File: src/rtl/codec_link_pkg.sv
package codec_link_pkg;
    localparam int BYTE_W = 8;
    typedef logic [BYTE_W-1:0] byte_t;
endpackage

File: src/rtl/cl_fifo.sv
module cl_fifo
    import codec_link_pkg::*;
#(
    parameter int DEPTH = 16
) (
    input  logic  clk,
    input  logic  rst_n,
    input  logic  flush,
    input  logic  push,
    input  byte_t wdata,
    input  logic  pop,
    output byte_t rdata,
    output logic  full,
    output logic  empty
);
    localparam int AW = (DEPTH > 1) ? $clog2(DEPTH) : 1;
    localparam int CW = $clog2(DEPTH + 1);

    typedef struct packed {
        logic [AW-1:0] wp;
        logic [AW-1:0] rp;
        logic [CW-1:0] cnt;
    } fifo_st_t;

    fifo_st_t st_d, st_q;
    byte_t    mem_q [DEPTH];
    logic     do_push, do_pop;

    function automatic logic [AW-1:0] nxt(input logic [AW-1:0] p);
        return (p == AW'(DEPTH - 1)) ? '0 : p + AW'(1);
    endfunction

    assign full    = (st_q.cnt == CW'(DEPTH));
    assign empty   = (st_q.cnt == '0);
    assign do_push = push && !full && !flush;
    assign do_pop  = pop && !empty && !flush;
    assign rdata   = empty ? '0 : mem_q[st_q.rp];

    always_comb begin
        st_d = st_q;
        if (flush) begin
            st_d = '0;
        end else begin
            if (do_push) st_d.wp = nxt(st_q.wp);
            if (do_pop)  st_d.rp = nxt(st_q.rp);
            case ({do_push, do_pop})
                2'b10:   st_d.cnt = st_q.cnt + CW'(1);
                2'b01:   st_d.cnt = st_q.cnt - CW'(1);
                default: st_d.cnt = st_q.cnt;
            endcase
        end
    end

    always_ff @(posedge clk or negedge rst_n) begin
        if (!rst_n) st_q <= '0;
        else        st_q <= st_d;
    end

    always_ff @(posedge clk) begin
        if (do_push) mem_q[st_q.wp] <= wdata;
    end


    no_overflow_chk: assert property (@(posedge clk) disable iff (!rst_n)
        (full && push && !pop && !flush) |=> full);


    flush_clears_chk: assert property (@(posedge clk) disable iff (!rst_n)
        flush |=> (empty && !full));
endmodule

File: src/rtl/cl_slot_engine.sv
module cl_slot_engine
    import codec_link_pkg::*;
#(
    parameter int BIT_DIV = 64
) (
    input  logic  clk,
    input  logic  rst_n,
    input  logic  en,
    input  logic  tx_avail,
    input  byte_t tx_byte,
    output logic  tx_pop,
    output logic  rx_push,
    output byte_t rx_byte,
    output logic  slot_done,
    output logic  sbclk,
    output logic  sfsync,
    output logic  sdout,
    input  logic  sdin
);
    localparam int DW   = (BIT_DIV > 1) ? $clog2(BIT_DIV) : 1;
    localparam int HALF = (BIT_DIV - 1) / 2;
    localparam int BW   = $clog2(BYTE_W);

    typedef struct packed {
        logic          active;
        logic [DW-1:0] div;
        logic [BW-1:0] bitn;
        byte_t         tx_sh;
        byte_t         rx_sh;
    } eng_st_t;

    eng_st_t st_d, st_q;
    logic    last_div, slot_end;

    assign last_div  = (st_q.div == DW'(BIT_DIV - 1));
    assign slot_end  = st_q.active && last_div && (st_q.bitn == BW'(BYTE_W - 1));
    assign rx_byte   = st_q.rx_sh;
    assign sfsync    = st_q.active && (st_q.bitn == '0);
    assign sbclk     = st_q.active && (st_q.div <= DW'(HALF));
    assign sdout     = st_q.active && st_q.tx_sh[BYTE_W-1];

    always_comb begin
        st_d      = st_q;
        tx_pop    = 1'b0;
        rx_push   = 1'b0;
        slot_done = 1'b0;
        if (!en) begin
            st_d = '0;
        end else begin
            if (st_q.active) begin
                if (st_q.div == DW'(HALF))
                    st_d.rx_sh = {st_q.rx_sh[BYTE_W-2:0], sdin};
                if (last_div) begin
                    st_d.div   = '0;
                    st_d.bitn  = st_q.bitn + BW'(1);
                    st_d.tx_sh = {st_q.tx_sh[BYTE_W-2:0], 1'b0};
                end else begin
                    st_d.div = st_q.div + DW'(1);
                end
            end
            if (slot_end) begin
                rx_push   = 1'b1;
                slot_done = 1'b1;
            end
            if (!st_q.active || slot_end) begin
                st_d.active = 1'b1;
                st_d.div    = '0;
                st_d.bitn   = '0;
                tx_pop      = tx_avail;
                st_d.tx_sh  = tx_avail ? tx_byte : '0;
            end
        end
    end

    always_ff @(posedge clk or negedge rst_n) begin
        if (!rst_n) st_q <= '0;
        else        st_q <= st_d;
    end


    fsync_hold_chk: assert property (@(posedge clk) disable iff (!rst_n)
        ($rose(sfsync) && en) |=> sfsync);


    push_then_frame_chk: assert property (@(posedge clk) disable iff (!rst_n)
        (rx_push && en) |=> sfsync);


    idle_quiet_chk: assert property (@(posedge clk) disable iff (!rst_n)
        !en |=> (!sfsync && !sdout && !rx_push));
endmodule

File: src/rtl/cl_irq_gen.sv
module cl_irq_gen #(
    parameter int SLOTS_PER_IRQ = 8
) (
    input  logic clk,
    input  logic rst_n,
    input  logic en,
    input  logic slot_done,
    output logic irq
);
    localparam int CW = (SLOTS_PER_IRQ > 1) ? $clog2(SLOTS_PER_IRQ) : 1;

    typedef struct packed {
        logic [CW-1:0] cnt;
        logic          irq;
    } irq_st_t;

    irq_st_t st_d, st_q;

    assign irq = st_q.irq;

    always_comb begin
        st_d     = st_q;
        st_d.irq = 1'b0;
        if (!en) begin
            st_d = '0;
        end else if (slot_done) begin
            if (st_q.cnt == CW'(SLOTS_PER_IRQ - 1)) begin
                st_d.cnt = '0;
                st_d.irq = 1'b1;
            end else begin
                st_d.cnt = st_q.cnt + CW'(1);
            end
        end
    end

    always_ff @(posedge clk or negedge rst_n) begin
        if (!rst_n) st_q <= '0;
        else        st_q <= st_d;
    end


    irq_pulse_chk: assert property (@(posedge clk) disable iff (!rst_n)
        irq |=> !irq);


    irq_off_chk: assert property (@(posedge clk) disable iff (!rst_n)
        !en |=> !irq);
endmodule

File: src/rtl/codec_byte_link.sv
module codec_byte_link
    import codec_link_pkg::*;
#(
    parameter int BIT_DIV       = 64,
    parameter int FIFO_DEPTH    = 16,
    parameter int SLOTS_PER_IRQ = 8
) (
    input  logic       clk,
    input  logic       rst_n,
    input  logic       codec_sel,
    input  logic       wr_en,
    input  logic [7:0] wr_data,
    input  logic       rd_en,
    output logic [7:0] rd_data,
    output logic       tx_full,
    output logic       tx_empty,
    output logic       rx_full,
    output logic       rx_empty,
    output logic       irq,
    output logic       cdc_bclk,
    output logic       cdc_fsync,
    output logic       cdc_dout,
    input  logic       cdc_din
);
    logic  flush, tx_pop, rx_push, slot_done;
    byte_t tx_head, rx_byte;

    assign flush = !codec_sel;

    cl_fifo #(.DEPTH(FIFO_DEPTH)) u_tx_fifo (
        .clk   (clk),
        .rst_n (rst_n),
        .flush (flush),
        .push  (codec_sel && wr_en),
        .wdata (wr_data),
        .pop   (tx_pop),
        .rdata (tx_head),
        .full  (tx_full),
        .empty (tx_empty)
    );

    cl_fifo #(.DEPTH(FIFO_DEPTH)) u_rx_fifo (
        .clk   (clk),
        .rst_n (rst_n),
        .flush (flush),
        .push  (rx_push),
        .wdata (rx_byte),
        .pop   (codec_sel && rd_en),
        .rdata (rd_data),
        .full  (rx_full),
        .empty (rx_empty)
    );

    cl_slot_engine #(.BIT_DIV(BIT_DIV)) u_engine (
        .clk       (clk),
        .rst_n     (rst_n),
        .en        (codec_sel),
        .tx_avail  (!tx_empty),
        .tx_byte   (tx_head),
        .tx_pop    (tx_pop),
        .rx_push   (rx_push),
        .rx_byte   (rx_byte),
        .slot_done (slot_done),
        .sbclk     (cdc_bclk),
        .sfsync    (cdc_fsync),
        .sdout     (cdc_dout),
        .sdin      (cdc_din)
    );

    cl_irq_gen #(.SLOTS_PER_IRQ(SLOTS_PER_IRQ)) u_irq (
        .clk       (clk),
        .rst_n     (rst_n),
        .en        (codec_sel),
        .slot_done (slot_done),
        .irq       (irq)
    );


    flags_excl_chk: assert property (@(posedge clk) disable iff (!rst_n)
        !(tx_full && tx_empty) && !(rx_full && rx_empty));


    pop_on_frame_chk: assert property (@(posedge clk) disable iff (!rst_n)
        tx_pop |=> cdc_fsync);
endmodule

File: config.mk
export PLATFORM = sky130hd
export DESIGN_NAME = codec_byte_link
export DESIGN_NICKNAME = d
export VERILOG_FILES = /design/src/rtl/codec_link_pkg.sv /design/src/rtl/cl_fifo.sv /design/src/rtl/cl_slot_engine.sv /design/src/rtl/cl_irq_gen.sv /design/src/rtl/codec_byte_link.sv
export SDC_FILE = /design/constraint.sdc
export NUM_CORES = 1
export LEC_CHECK = 0
export BUFFER_PORTS_ARGS = -buffer_cell sky130_fd_sc_hd__clkbuf_2
export CORE_AREA = 4 4 157 159
export CTS_CLUSTER_DIAMETER = 120
export DETAILED_ROUTE_END_ITERATION = 16
export DIE_AREA = 0 0 161 163
export MAX_ROUTING_LAYER = met4
export PLACE_DENSITY = 0.7
export SYNTH_ARGS = -nofsm -noshare
export SYNTH_HDL_FRONTEND = slang
export SYNTH_HIERARCHICAL = 1
export SYNTH_SLANG_ARGS = --single-unit
File: constraint.sdc
create_clock -name clk -period 8.77 [get_ports clk]
set_input_delay 0.877 -clock clk [delete_from_list [all_inputs] [get_ports clk]]
set_output_delay 0.877 -clock clk [all_outputs]
set_load 0.005 [all_outputs]
==> flow_metrics.env <==
export IMPL_grt_util_all_layers_pct=19.9
export IMPL_antenna_left=0
export IMPL_groute_layer_met2_usage_pct=35.4
export IMPL_drtPass1Iterations=5
export IMPL_setup_viol_count_final=0
export IMPL_synth_top_family_by_area="multiplexers"
export IMPL_grt_antenna_before_repair=0
export IMPL_clockPowerShare_pct=41.8
export IMPL_p_seq_share_pct=56.5
export IMPL_tns_ns=0
export IMPL_cts_root_buf="clkbuf_16"
export IMPL_fin_nets=830
export IMPL_synth_edf_count=256
export IMPL_p_switching_uw=563
export IMPL_path_class="flop to flop"
export IMPL_avgSynthCellArea_um2=17.1
export IMPL_arrival_ns=4.59
export IMPL_cts_resized=0
export IMPL_slew_headroom_pct=21.0
export IMPL_final_util_pct=62.4
export IMPL_grt_pass1_vias=6953
export IMPL_die_x_um=161
export IMPL_fp_dieH_um=163
export IMPL_vias=6685
export IMPL_ir_drop_v=0.000225
export IMPL_wl_per_cell_um=21.6
export IMPL_maxCapViolations=0
export IMPL_coreArea_um2=23300
export IMPL_cp_start_kind="flop"
export IMPL_rows=56
export IMPL_ys_warn_count=6
export IMPL_cts_buffers_inserted=30
export IMPL_antenna_diode_count=0
export IMPL_rsz0062_at_grt="no"
export IMPL_p_comb_share_pct=1.8
export IMPL_end_kind="flop"
export IMPL_pin_count=30
export IMPL_p_int_mw=2.28
export IMPL_nFillCells=1672
export IMPL_ff_latch_area_um2=9090
export IMPL_r2r_cells=15
export IMPL_clk_path_buf_depth=3
export IMPL_synthToLayoutAreaGrowth_pct=9.48
export IMPL_grt_pass1_wl_um=39600
export IMPL_timing_hold_violations_final=0
export IMPL_syn_inst=776
export IMPL_seq_area_frac_synth_pct=68.5
export IMPL_post_route_min_period_ns=4.13
export IMPL_r2r_start="u_tx_fifo/st_q[1]$_DFFE_PN0P_"
export IMPL_initial_core_util_pct=57.0
export IMPL_post_cts_buffers=0
export IMPL_worst_path_max_fanout=19
export IMPL_grt_max_degree=57
export IMPL_dieArea_um2=26200
export IMPL_routed_via_density=5.87
export IMPL_drtIter0Drc=554
export IMPL_slew_viol_final=0
export IMPL_rrSetupSlack_ns=4.64
export IMPL_gp_congestion=0.822
export IMPL_cts_hold_buf=0
export IMPL_reg2reg_to="u_tx_fifo/st_q[4]$_DFFE_PN0P_"
export IMPL_hpwlAfterDp_um=16300
export IMPL_async_flop_share_pct=17.9
export IMPL_synthSimpleGateAreaFrac_pct=6.96
export IMPL_synth_area_mux_share_pct=14.9
export IMPL_worstPathRequired_ns=9.24
export IMPL_ys_flop_type="edfxtp_1"
export IMPL_tritoncts="yes"
export IMPL_clk_pin_slew_ns=0.06
export IMPL_io_buffers=29
export IMPL_clk_latency_ns=0.54
export IMPL_power_density_nw_per_um2=196
export IMPL_post_route_period_util_pct=47.1
export IMPL_met3_usage_pct=2.25
export IMPL_status="completed"
export IMPL_p_leak_nw=4.86
export IMPL_post_route_drc_count=0
export IMPL_grt_use_met1_pct=24.9
export IMPL_synth_area_um2=13300
export IMPL_synth_seq_cells=312
export IMPL_max_slew_worst_pin_slew_ns=1.19
export IMPL_top_usage_layer="met2"
export IMPL_synth_xor_area_share_pct=1.12
export IMPL_wirelength_um=24600
export IMPL_htreeDepth=1
export IMPL_fmax_mhz=242
export IMPL_hold_slack_ns=0.466
export IMPL_synth_nets=810
export IMPL_clkSinkCount=312
export IMPL_multi_input_area_um2=3850
export IMPL_synth_adder_area_share_pct=1.89
export IMPL_layout_drive_gt1_share_pct=20.4
export IMPL_fin_skew_ns=0.00806
export IMPL_synth_cell_type_count=55
export IMPL_swShare_pct=19.8
export IMPL_synth_compound_area_share_pct=4.23
export IMPL_overflow=0
export IMPL_min_path_type="input port to async pin"
[metal layers]
metal  part of all wire (%)  up-vias
met2                     54      146
met3                    3.9       45
li1                       -     3078
met1                     40     3416
met5                      0        -
met4                    2.1        0
[critical path: stages (launching register included)]
cell and delay (ns):
dfrtp_1 0.52, nor4_4 0.12, nand2b_1 0.33, inv_1 0.11, inv_1 0.08, nand4_1 0.11
o22ai_2 0.66, or3b_1 0.46, mux2i_2 0.29, xor2_1 0.12, ha_1 0.24, or3_1 0.31
a21oi_1 0.15, mux2i_1 0.09, or3_1 0.31, a21oi_1 0.14
[logic make-up (layout without fill, tap and decap cells)]
group,Yosys count,count (layout)
xor gates and xnor gates,17,17
buffers and inverters,60,104
and+or+nand+nor,176,176
DFF,312,312
AOI/OAI and AO/OA,75,75
muxes,116,116
adders and majority gates,20,20
[registers in the layout, summed over array words and instances, names as in the netlist]
name / cells
u_rx_fifo/mem_q: 128
u_tx_fifo/mem_q: 128
u_engine/st_q: 18
u_rx_fifo/st_q: 13
u_tx_fifo/st_q: 13
u_engine/rx_byte: 8
u_irq/st_q: 3
u_irq/irq: 1
[synthesized netlist by cell type, types with 3 or more instances]
| cell type | n | area [um2] |
|---|---|---|
| edfxtp_1 | 256 | 7690 |
| mux4_2 | 64 | 1440 |
| nor2_1 | 62 | 233 |
| dfrtp_1 | 56 | 1400 |
| mux2i_1 | 50 | 500 |
| nand2_1 | 30 | 113 |
| a21oi_1 | 25 | 125 |
| ha_1 | 20 | 250 |
| buf_2 | 16 | 80.1 |
| o22ai_1 | 16 | 100 |
| nand3_1 | 15 | 75.1 |
| clkbuf_1 | 14 | 52.6 |
| nor2b_1 | 13 | 81.3 |
| xor2_1 | 13 | 114 |
| inv_1 | 11 | 41.3 |
| nor3_1 | 10 | 50.1 |
| a22oi_1 | 9 | 67.6 |
| and2_1 | 9 | 56.3 |
| buf_4 | 9 | 67.6 |
| nand2b_1 | 8 | 50.1 |
| buf_1 | 6 | 22.5 |
| or3_1 | 6 | 37.5 |
| o21ai_0 | 4 | 20.0 |
| xnor2_1 | 4 | 35.0 |
| buf_6 | 3 | 33.8 |
[how the worst max path moves through the flow]
stage	endpoint	from	cells past startpoint	slack (ns)
after floorplan	u_tx_fifo/st_q[4]$_DFFE_PN0P_	codec_sel	12	5.44
after global placement	u_rx_fifo/mem_q[3][1]$_DFFE_PP_	codec_sel	7	4.70
after detailed placement	u_rx_fifo/mem_q[0][1]$_DFFE_PP_	codec_sel	7	4.45
after CTS	u_rx_fifo/mem_q[3][6]$_DFFE_PP_	u_engine/st_q[19]$_DFFE_PN0P_	8	4.66
after global routing	u_tx_fifo/st_q[4]$_DFFE_PN0P_	u_tx_fifo/st_q[1]$_DFFE_PN0P_	15	4.21
final	u_tx_fifo/st_q[4]$_DFFE_PN0P_	u_tx_fifo/st_q[1]$_DFFE_PN0P_	15	4.64
[cells in the final DEF (no fill, tap or decap), types with 15 or more instances in the layout]
cell type	Yosys	routed
clkbuf_16	0	30
edfxtp_1	256	256
nand2_1	30	30
nor2_1	62	62
clkbuf_2	0	29
a21oi_1	25	25
ha_1	20	20
mux2i_1	50	50
o22ai_1	16	16
dfrtp_1	56	53
mux4_2	64	64
nand3_1	15	15
[cell type report]
class,instances,area share (%)
multi-input cells,404,26.5
inverters,11,0.284
flip-flops and latches,312,62.6
clock buffers,36,5.33
clock inverters,20,1.05
repair buffers,37,1.41
well taps,319,2.75
[metrics by stage]
stage / instance area [um2] / power [mW] / setup WS [ns] / instances
after global placement: 13600 / 1.68 / 4.70 / 1083
final: 14500 / 2.84 / 4.64 / 1139
after CTS: 14500 / 2.87 / 4.66 / 1139
after floorplan: 13300 / 1.66 / 5.44 / 776
after detailed placement: 13600 / 1.69 / 4.45 / 1083
after global routing: 14500 / 2.94 / 4.21 / 1139
[power groups by stage]
stage	clock, mW	sequential [mW]	combinational (mW)
5_1_grt	1.29	1.60	0.0567
3_3_place_gp	0	1.63	0.0490
4_1_cts	1.21	1.60	0.0519
2_1_floorplan	0	1.63	0.0262
3_5_place_dp	0	1.63	0.0518
6_report	1.19	1.60	0.0505
(Power assumes the default switching activity.)
